$ cat config.mk
export PLATFORM = sky130hd
export DESIGN_NAME = mbist_march_engine
export DESIGN_NICKNAME = d
export VERILOG_FILES = /design/src/rtl/mbist_pkg.sv /design/src/rtl/mbist_seq.sv /design/src/rtl/mbist_cmp.sv /design/src/rtl/mbist_march_engine.sv
export SDC_FILE = /design/constraint.sdc
export NUM_CORES = 1
export LEC_CHECK = 0
export ABC_AREA = 1
export BUFFER_PORTS_ARGS = -buffer_cell sky130_fd_sc_hd__buf_2
export CAP_MARGIN = 20
export CORE_MARGIN = 4
export CORE_UTILIZATION = 50
export CTS_CLUSTER_DIAMETER = 100
export DETAILED_ROUTE_END_ITERATION = 16
export PLACE_DENSITY = 0.71
export SYNTH_ARGS = -nofsm -noshare
export SYNTH_HDL_FRONTEND = slang
export SYNTH_HIERARCHICAL = 1
export SYNTH_SLANG_ARGS = --single-unit
export TNS_END_PERCENT = 10
$ cat constraint.sdc
create_clock -name clk -period 6.8 [get_ports clk]
set_input_delay 1.36 -clock clk [delete_from_list [all_inputs] [get_ports clk]]
set_output_delay 1.36 -clock clk [all_outputs]
set_load 0.02 [all_outputs]
$ cat src/rtl/mbist_pkg.sv
package mbist_pkg;

   typedef enum logic [2:0] {
      ALG_MATS   = 3'd0,
      ALG_MATSP  = 3'd1,
      ALG_MATSPP = 3'd2,
      ALG_MX     = 3'd3,
      ALG_MCM    = 3'd4,
      ALG_MY     = 3'd5,
      ALG_IFA9   = 3'd6,
      ALG_RSVD   = 3'd7
   } alg_e;

   // op i of an element: rd[i]=1 read, val[i] the background bit
   typedef struct packed {
      logic       down;
      logic       pause;
      logic [1:0] nops;
      logic [2:0] rd;
      logic [2:0] val;
   } elem_t;

   localparam int ELEM_IDX_W = 3;

   function automatic elem_t mk_el(input logic dn, input logic ps, input logic [1:0] n,
                                   input logic [2:0] r, input logic [2:0] v);
      elem_t e;
      e.down = dn;
      e.pause = ps;
      e.nops = n;
      e.rd = r;
      e.val = v;
      return e;
   endfunction

   function automatic elem_t alg_elem(input logic [2:0] alg, input logic [2:0] idx);
      elem_t w0, u_r0w1, u_r1w0, d_r0w1, d_r1w0, u_r0, u_r1;
      elem_t e;
      w0     = mk_el(1'b0, 1'b0, 2'd1, 3'b000, 3'b000);
      u_r0w1 = mk_el(1'b0, 1'b0, 2'd2, 3'b001, 3'b010);
      u_r1w0 = mk_el(1'b0, 1'b0, 2'd2, 3'b001, 3'b001);
      d_r0w1 = mk_el(1'b1, 1'b0, 2'd2, 3'b001, 3'b010);
      d_r1w0 = mk_el(1'b1, 1'b0, 2'd2, 3'b001, 3'b001);
      u_r0   = mk_el(1'b0, 1'b0, 2'd1, 3'b001, 3'b000);
      u_r1   = mk_el(1'b0, 1'b0, 2'd1, 3'b001, 3'b001);
      e = w0;
      case (alg)
         ALG_MATS: case (idx)
            3'd1: e = u_r0w1;
            3'd2: e = u_r1;
            default: e = w0;
         endcase
         ALG_MATSPP: case (idx)
            3'd1: e = u_r0w1;
            3'd2: e = mk_el(1'b1, 1'b0, 2'd3, 3'b101, 3'b001);
            default: e = w0;
         endcase
         ALG_MX: case (idx)
            3'd1: e = u_r0w1;
            3'd2: e = d_r1w0;
            3'd3: e = u_r0;
            default: e = w0;
         endcase
         ALG_MCM: case (idx)
            3'd1: e = u_r0w1;
            3'd2: e = u_r1w0;
            3'd3: e = d_r0w1;
            3'd4: e = d_r1w0;
            3'd5: e = u_r0;
            default: e = w0;
         endcase
         ALG_MY: case (idx)
            3'd1: e = mk_el(1'b0, 1'b0, 2'd3, 3'b101, 3'b110);
            3'd2: e = mk_el(1'b1, 1'b0, 2'd3, 3'b101, 3'b001);
            3'd3: e = u_r0;
            default: e = w0;
         endcase
         ALG_IFA9: case (idx)
            3'd1: e = u_r0w1;
            3'd2: e = u_r1w0;
            3'd3: e = d_r0w1;
            3'd4: e = d_r1w0;
            3'd5: e = mk_el(1'b0, 1'b1, 2'd2, 3'b001, 3'b010);
            3'd6: e = mk_el(1'b0, 1'b1, 2'd1, 3'b001, 3'b001);
            default: e = w0;
         endcase
         default: case (idx)
            3'd1: e = u_r0w1;
            3'd2: e = d_r1w0;
            default: e = w0;
         endcase
      endcase
      return e;
   endfunction

   function automatic logic [2:0] alg_last(input logic [2:0] alg);
      case (alg)
         ALG_MX:   return 3'd3;
         ALG_MCM:  return 3'd5;
         ALG_MY:   return 3'd3;
         ALG_IFA9: return 3'd6;
         default:  return 3'd2;
      endcase
   endfunction

endpackage

$ cat src/rtl/mbist_seq.sv
module mbist_seq
   import mbist_pkg::*;
#(
   parameter int ADDR_W = 4,
   parameter int CNT_W  = 16
) (
   input  logic                  clk,
   input  logic                  rst_n,
   input  logic                  start,
   input  logic [2:0]            alg,
   input  logic [CNT_W-1:0]      ret_cycles,
   output logic                  busy,
   output logic                  done,
   output logic                  op_valid,
   output logic                  op_rd,
   output logic                  op_val,
   output logic [ADDR_W-1:0]     op_addr,
   output logic [ELEM_IDX_W-1:0] op_elem
);

   typedef enum logic [1:0] {S_IDLE, S_RUN, S_PAUSE, S_DRAIN} st_e;

   st_e                   state;
   logic [2:0]            alg_q;
   logic [ELEM_IDX_W-1:0] elem_idx;
   logic [1:0]            op_idx;
   logic [ADDR_W-1:0]     addr;
   logic [CNT_W-1:0]      cnt, ret_q;
   elem_t                 cur, nxt, first;
   logic [ADDR_W-1:0]     end_addr;
   logic                  last_op;

   always_comb begin
      cur      = alg_elem(alg_q, elem_idx);
      nxt      = alg_elem(alg_q, elem_idx + 3'd1);
      first    = alg_elem(alg, 3'd0);
      end_addr = cur.down ? '0 : '1;
      last_op  = (op_idx == cur.nops - 2'd1);
   end

   always_ff @(posedge clk) begin
      if (!rst_n) begin
         state    <= S_IDLE;
         done     <= 1'b0;
         alg_q    <= '0;
         elem_idx <= '0;
         op_idx   <= '0;
         addr     <= '0;
         cnt      <= '0;
         ret_q    <= '0;
      end else begin
         case (state)
            S_IDLE: if (start) begin
               alg_q    <= alg;
               ret_q    <= ret_cycles;
               elem_idx <= '0;
               op_idx   <= '0;
               addr     <= first.down ? '1 : '0;
               done     <= 1'b0;
               state    <= S_RUN;
            end
            S_RUN: begin
               if (!last_op) begin
                  op_idx <= op_idx + 2'd1;
               end else begin
                  op_idx <= '0;
                  if (addr != end_addr) begin
                     addr <= cur.down ? addr - 1'b1 : addr + 1'b1;
                  end else if (elem_idx == alg_last(alg_q)) begin
                     state <= S_DRAIN;
                  end else begin
                     elem_idx <= elem_idx + 3'd1;
                     addr     <= nxt.down ? '1 : '0;
                     if (nxt.pause) begin
                        cnt   <= ret_q;
                        state <= S_PAUSE;
                     end
                  end
               end
            end
            S_PAUSE: begin
               if (cnt == '0) state <= S_RUN;
               else cnt <= cnt - 1'b1;
            end
            default: begin
               state <= S_IDLE;
               done  <= 1'b1;
            end
         endcase
      end
   end

   assign busy     = (state != S_IDLE);
   assign op_valid = (state == S_RUN);
   assign op_rd    = cur.rd[op_idx];
   assign op_val   = cur.val[op_idx];
   assign op_addr  = addr;
   assign op_elem  = elem_idx;

endmodule

$ cat src/rtl/mbist_cmp.sv
module mbist_cmp
   import mbist_pkg::*;
#(
   parameter int ADDR_W    = 4,
   parameter int DATA_W    = 8,
   parameter bit KEEP_DATA = 1'b1
) (
   input  logic                  clk,
   input  logic                  rst_n,
   input  logic                  clear,
   input  logic                  rd_issue,
   input  logic                  exp_val,
   input  logic [ADDR_W-1:0]     issue_addr,
   input  logic [ELEM_IDX_W-1:0] issue_elem,
   input  logic [DATA_W-1:0]     rdata,
   output logic                  fail,
   output logic [ADDR_W-1:0]     fail_addr,
   output logic [ELEM_IDX_W-1:0] fail_elem,
   output logic [DATA_W-1:0]     fail_data
);

   logic                  pend, exp_q;
   logic [ADDR_W-1:0]     addr_q;
   logic [ELEM_IDX_W-1:0] elem_q;
   logic                  hit;

   assign hit = pend && !fail && (rdata != {DATA_W{exp_q}});

   always_ff @(posedge clk) begin
      if (!rst_n || clear) begin
         pend      <= 1'b0;
         exp_q     <= 1'b0;
         addr_q    <= '0;
         elem_q    <= '0;
         fail      <= 1'b0;
         fail_addr <= '0;
         fail_elem <= '0;
      end else begin
         pend   <= rd_issue;
         exp_q  <= exp_val;
         addr_q <= issue_addr;
         elem_q <= issue_elem;
         if (hit) begin
            fail      <= 1'b1;
            fail_addr <= addr_q;
            fail_elem <= elem_q;
         end
      end
   end

   generate
      if (KEEP_DATA) begin : g_keep
         logic [DATA_W-1:0] data_q;
         always_ff @(posedge clk) begin
            if (!rst_n || clear) data_q <= '0;
            else if (hit)        data_q <= rdata;
         end
         assign fail_data = data_q;
      end else begin : g_drop
         assign fail_data = '0;
      end
   endgenerate

endmodule

$ cat src/rtl/mbist_march_engine.sv
module mbist_march_engine
   import mbist_pkg::*;
#(
   parameter int ADDR_W    = 4,
   parameter int DATA_W    = 8,
   parameter int CNT_W     = 16,
   parameter bit KEEP_DATA = 1'b1
) (
   input  logic              clk,
   input  logic              rst_n,
   input  logic              start,
   input  logic [2:0]        alg_sel,
   input  logic [CNT_W-1:0]  ret_cycles,
   output logic              busy,
   output logic              done,
   output logic              fail,
   output logic [ADDR_W-1:0] fail_addr,
   output logic [2:0]        fail_elem,
   output logic [DATA_W-1:0] fail_data,
   output logic [ADDR_W-1:0] mem_addr,
   output logic              mem_we,
   output logic              mem_re,
   output logic [DATA_W-1:0] mem_wdata,
   input  logic [DATA_W-1:0] mem_rdata
);

   generate
      if (ADDR_W < 1 || ADDR_W > 30) begin : g_bad_addr
         $error("ADDR_W out of range");
      end
      if (DATA_W < 1) begin : g_bad_data
         $error("DATA_W must be positive");
      end
      if (CNT_W < 1) begin : g_bad_cnt
         $error("CNT_W must be positive");
      end
   endgenerate

   logic                  op_valid, op_rd, op_val;
   logic [ADDR_W-1:0]     op_addr;
   logic [ELEM_IDX_W-1:0] op_elem;
   logic                  accept;

   assign accept = start && !busy;

   mbist_seq #(.ADDR_W(ADDR_W), .CNT_W(CNT_W)) u_seq (
      .clk(clk), .rst_n(rst_n), .start(start), .alg(alg_sel),
      .ret_cycles(ret_cycles), .busy(busy), .done(done),
      .op_valid(op_valid), .op_rd(op_rd), .op_val(op_val),
      .op_addr(op_addr), .op_elem(op_elem)
   );

   mbist_cmp #(.ADDR_W(ADDR_W), .DATA_W(DATA_W), .KEEP_DATA(KEEP_DATA)) u_cmp (
      .clk(clk), .rst_n(rst_n), .clear(accept),
      .rd_issue(op_valid && op_rd), .exp_val(op_val),
      .issue_addr(op_addr), .issue_elem(op_elem), .rdata(mem_rdata),
      .fail(fail), .fail_addr(fail_addr), .fail_elem(fail_elem),
      .fail_data(fail_data)
   );

   assign mem_addr  = op_addr;
   assign mem_we    = op_valid && !op_rd;
   assign mem_re    = op_valid && op_rd;
   assign mem_wdata = {DATA_W{op_val}};

endmodule

==> results of run 1 <==
worst paths after layout:
kind,start,endpoint,slack [ps],depth (start not counted)
worst max-delay path,u_seq/op_elem[1],mem_wdata[7],2760,11
worst min-delay path,u_seq/ret_q[7],u_seq/ret_q[7],450,2
worst max register to register,u_seq/op_elem[1],u_seq/cnt[13],3440,19
worst min register to register,u_seq/ret_q[7],u_seq/ret_q[7],450,2
stage by stage:
stage / util (%) / area [um^2] / total power (W) / hold slack [ps] / setup WS [ps]
floorplan: - / 4430 / 0.00183 / 425 / 3370
global placement: 54.0 / 4690 / 0.00207 / 437 / 3260
detailed placement: 54.0 / 4690 / 0.00208 / 443 / 3140
CTS: 56.3 / 4880 / 0.00243 / 455 / 2750
global route: 56.3 / 4880 / 0.00270 / 471 / 2410
finish: 56.3 / 4880 / 0.00243 / 453 / 2760
cells by family (layout without fill, tap and decap cells):
group / after synthesis / after routing / share of synthesized area (%)
AOI/OAI and AO/OA: 79 / 79 / 9.57
and+or+nand+nor: 384 / 384 / 38.5
adders and majority gates: 16 / 16 / 4.69
xor gates and xnor gates: 8 / 8 / 1.58
DFF: 72 / 72 / 32.5
buffers and inverters: 133 / 181 / 13.1
power by group:
group | switching [W] | leakage (nW) | internal (W)
clock | 0.000160 | 0.0985 | 0.000177
combinational | 0.000970 | 1.77 | 0.000482
sequential | 0.000100 | 0.589 | 0.000542
total | 0.00123 | 2.46 | 0.00120
registers in the layout, indices dropped and copies added (netlist names), 3 cells and up:
register,flops
u_seq/cnt,16
u_cmp/elem_q,3
u_cmp/fail_data,8
u_seq/op_elem,3
u_cmp/fail_elem,3
u_cmp/addr_q,4
u_seq/op_addr,4
u_seq/ret_q,16
u_seq/alg_q,3
u_cmp/fail_addr,4
worst max-delay path: stages (launching register included):
cell and delay (ps):
dfxtp_1 370, inv_1 190, ha_1 300, nand2_2 150
nand2_1 110, nand2_1 80, inv_1 70, o21ai_0 80
o2111ai_1 70, o21ai_0 90, o21ai_0 530, buf_2 280
layout make-up:
class,instances,area (um^2),area share [%]
repair buffers,62,313,6.41
inverters,104,390,8.00
clock inverters,5,56.3,1.15
multi-input cells,487,2410,49.3
clock buffers,10,138,2.82
flip-flops and latches,72,1440,29.5
well taps,108,135,2.77
layer usage:
layer / vias to the layer above / GRT usage, % / share of wire [%]
li1: 2250 / - / -
met1: 1879 / 29.9 / 50
met2: 90 / 30.6 / 43
met3: 15 / 3.34 / 4.8
met4: 0 / 8.07 / 1.5
met5: - / 0 / 0
synthesized netlist by cell type (2+ instances only):
master    count
inv_2         7
buf_6         4
buf_4        12
dfxtp_1      72
nor2_1      128
nor3_1        3
nand2_1     153
nand2_2       8
nand2_4       2
buf_2         2
o21ai_1       3
nand4_1      21
nand3_2       7
ha_1         15
nand3_4       2
clkinv_1      2
a21oi_1      22
clkbuf_1     10
nand3_1      53
o21ai_0      47
nor2_2        2
or2_2         3
inv_1        95
xor2_1        7
cells in the final DEF (no fill, tap or decap), drive strengths merged, types with 3 or more instances in the layout:
| cell type | Yosys | routed |
|---|---|---|
| xor2 | 7 | 7 |
| clkinv | 2 | 4 |
| nand3 | 62 | 62 |
| nor3 | 3 | 3 |
| inv | 102 | 103 |
| nor2 | 132 | 132 |
| nand2 | 163 | 163 |
| buf | 18 | 62 |
| a21oi | 23 | 23 |
| dfxtp | 72 | 72 |
| clkbuf | 11 | 10 |
| nand4 | 21 | 21 |
| o21ai | 50 | 50 |
| ha | 15 | 15 |
| or2 | 3 | 3 |
==> run summary, run 1 <==
Synth Register Bits: 72
Post-CTS Setup Inserts: 0
Placed Cells: 833
Largest net degree at the start of global routing: 49
Core ar.: 8680 um^2
GRT Util Overall: 20.6%
DRT iter0 DRCs: 257
Fillers: 863
CP startpoint kind: flip-flop
Vias per inst: 4.99
Avg Cell Area, Syn: 6.40 um^2
Congestion Overflow GR: 0
Die area: 10,400 um^2
Max frequency: 0.248 GHz
Sequential share of the synthesized area: 32.5%
Syn_nets: 738
Antenna viol nets, final: 0
Io pins: 62
CTS buffer count: 9
WL/cell: 12.2 um
Area Overhead vs Synth: 10.2%
Mapped Cells: 692
Async S/R FF share, synth: 0%
CTS tree: done
Non-filler cells, final: 848
Lkg Pwr: 2.46 nW
CP arrival: 2680 ps
Worst Tran Pin Value: 961 ps
CTS Hold Bufs: 0
Clock skew: 9.51 ps
Most area-consuming cells after synthesis: dfxtp_1 33%, nand2_1 13%, nor2_1 11%
DRC viols: 0
Netlist Area Pre-Place: 4430 um^2
Post-cts sizing count: 0
Worst skew pair latency: 350 ps
Fin Setup TNS: 0 ps
Die H: 102 um
Register clock-pin slew on the reported worst setup and hold paths: 80 ps
Dpl hpwl: 7510 um
H-tree Lvls: 3
IR Drop Worst-Case VDD: 0.316 mV
Post-route minimum period: 4040 ps
Power Dens Cells: 498 nW/um^2
# rows: 34
Slew Viols, Final: 0
Worst slew margin: 35.8%
Final Net Count: 782
Routed vias: 4,234
Initial Utilization: 51.1%
Port Buf Inserts: 61
Die Wd: 102 um
Number of synthesized flops with an enable pin: 0
Run status: finished clean
Layout cells sized above 1: 15.1%
Peak fanout along the critical path: 9
Warnings, synthesis: 6
First-pass GRT wire length: 17,500 um
Drt pass-1 iters: 5
Crit end category: output pin
HP Class: reg -> reg
CTS root buffer: clkbuf_8
Initial antenna violation count: 0
Synth area leader: dfxtp_1
# clock sinks: 72
Final Hold Fails: 0
Proportion of netlist area held by the largest area contributor: 32.5%
Ys flop type: dfxtp_1
Routed WL: 10,300 um
Max Root-Sink Buffers: 2
Max_cap viols: 0
Gp weighted congestion: 0.841
# setup viols final: 0
Critical path type: reg -> out
Vias in the first global route: 3,889
Crit path required time: 5440 ps
Synth unique cells: 36
Unrepaired setup endpoints after global routing: false
Tcrit/Tclk final: 59.4%
# diodes: 0
Note: power is estimated with default switching activity, not from simulation.
==> run 2, diff against run 1 <==
- clock period: 6.8 -> 4 ns (I/O delays scaled with it)
==> run summary, run 2 (synthesis results as in run 1) <==
Unrepaired setup endpoints after global routing: false
Initial Utilization: 51.1% (unchanged)
Congestion Overflow GR: 0 (unchanged)
GRT Util Overall: 20.6% (-0.040 points)
Port Buf Inserts: 61 (unchanged)
Post-CTS Setup Inserts: 0 (unchanged)
Power Dens Cells: 860 nW/um^2 (+73%)
Largest net degree at the start of global routing: 49 (unchanged)
Buf+Inv Stages, Crit Path: 3 (unchanged)
Critical path type: reg -> out
HP Class: reg -> reg
Critical Path, Cell by Cell: inv_1 > ha_1 > nand2_2 > nand2_1 > nand2_1 > inv_1 > o21ai_0 > o2111ai_1 > o21ai_0 > o21ai_0 > buf_2
Flop2flop setup slack: 650 ps (-2790 ps)
Most frequent CP cell: o21ai_0
# rows: 34 (unchanged)
Vias in the first global route: 3,910 (+0.54%)
Die Wd: 102 um (unchanged)
Clock skew: 9.90 ps (+0.390 ps)
WHS Endpoint: u_seq/ret_q[7]
Max frequency: 0.275 GHz
Post-cts sizing count: 0 (unchanged)
Vias per inst: 4.98 (-0.35%)
Reg2reg end: u_seq/cnt[4]
Crit path max-delay cell type: o21ai_0
Post-route minimum period: 3640 ps
DRC viols: 0 (unchanged)
CTS tree: done
Peak fanout along the critical path: 9 (unchanged)
Min-Delay Path Depth: 2 (unchanged)
Area Overhead vs Synth: 11.8%
Antenna viol nets, final: 0 (unchanged)
Fin Setup TNS: 0 ps (unchanged)
Max stage delay on crit path: 580 ps (+50 ps)
Io pins: 62 (unchanged)
Crit end category: output pin
Layout cells sized above 1: 15.5% (+0.34 points)
R2R Path Start: u_seq/op_elem[1]
Initial antenna violation count: 0 (unchanged)
Family with the most delay on the worst path: compound AO/OA/AOI/OAI gates
Routed WL: 10,200 um (-1.6%)
Die area: 10,400 um^2 (unchanged)
Fin Hold WS: 455 ps (+2.01 ps)
Die H: 102 um (unchanged)
Placed cell areas: 4710 um^2 (+0.48%)
First-pass GRT wire length: 17,500 um (about the same)
DRT iter0 DRCs: 201 (-22%)
# clock sinks: 72 (unchanged)
Final Hold Fails: 0 (unchanged)
Register clock-pin slew on the reported worst setup and hold paths: 80 ps (about the same)
WL/cell: 11.9 um (-1.9%)
# diodes: 0 (unchanged)
Routed vias: 4,234 (unchanged)
R2R depth: 19 (unchanged)
CP arrival: 2840 ps (+160 ps)
Final Instance Area: 4950 um^2 (+1.4%)
Worst skew pair latency: 350 ps (about the same)
Lkg Pwr: 2.50 nW (+1.6%)
Crit path required time: 3200 ps (-2240 ps)
Commonest cells after routing, fill and taps aside: 153 x nand2_1, 128 x nor2_1, 95 x inv_1
CP startpoint kind: flip-flop
CTS buffer count: 9 (unchanged)
H-tree Lvls: 3 (unchanged)
Max_cap viols: 0 (unchanged)
Leading cell type in the layout, fill and taps excluded: nand2_1
Gp weighted congestion: 0.926 (+10%)
Core ar.: 8680 um^2 (unchanged)
Drt pass-1 iters: 4 (-1)
Beginning of the worst hold path: u_seq/ret_q[7]
Worst slew margin: 51.9% (+16 points)
Worst Tran Pin Value: 714 ps (-247 ps)
IR Drop Worst-Case VDD: 0.325 mV (+3.0%)
Dpl hpwl: 7480 um (-0.48%)
Run status: finished clean
Final Net Count: 785 (+0.38%)
CTS root buffer: clkbuf_8
Tcrit/Tclk final: 90.9%
CTS Hold Bufs: 0 (unchanged)
# setup viols final: 0 (unchanged)
Max Root-Sink Buffers: 2 (unchanged)
Slew Viols, Final: 0 (unchanged)
==> run 2: tightest hold or removal path, delay by kind of cell (launching register included) <==
kind            cells  cell delay (ps)
buf+inv             1               60
compound gates      1               50
flops               1              300
==> run 2: layout make-up <==
| class | count | area, um^2 |
|---|---|---|
| Clock buffer | 10 | 138 |
| Clock inverter | 5 | 104 |
| Fill cell | 868 | 3730 |
| Inverter | 104 | 390 |
| Multi-Input combinational cell | 487 | 2410 |
| Sequential cell | 72 | 1440 |
| Tap cell | 108 | 135 |
| Timing Repair Buffer | 65 | 335 |
==> run 2: power breakdown <==
part	switching (W)	internal [W]	total (W)
logic	0.00164	0.000826	0.00247
clock network	0.000272	0.000429	0.000701
registers	0.000169	0.000922	0.00109
==> run 2: per-layer routing <==
metal / vias to the layer above / track usage (%) / part of all wire [%]
met2: 98 / 33.6 / 45
met5: - / 0 / 0
met4: 0 / 6.05 / 0.94
met3: 9 / 3.55 / 4.9
met1: 1862 / 28.0 / 49
li1: 2265 / - / -
==> run 2: worst max-delay path by stage <==
stage / startpoint / end / cells past startpoint
floorplan: u_seq/op_elem[1] / mem_wdata[0] / 11
global placement: u_seq/op_elem[1] / mem_wdata[6] / 11
detailed placement: u_seq/op_elem[1] / u_seq/cnt[7] / 19
CTS: u_seq/op_elem[1] / mem_wdata[4] / 11
global route: u_seq/op_elem[1] / mem_wdata[5] / 11
finish: u_seq/op_elem[1] / mem_wdata[4] / 11
==> run 2: metrics by stage <==
step	setup slack, ps	utilization [%]	power, W	cells
floorplan	1130	-	0.00311	692
global placement	769	54.3	0.00350	836
detailed placement	768	54.3	0.00354	836
CTS	381	57.1	0.00427	851
global route	9.92	57.1	0.00472	851
finish	362	57.1	0.00426	851
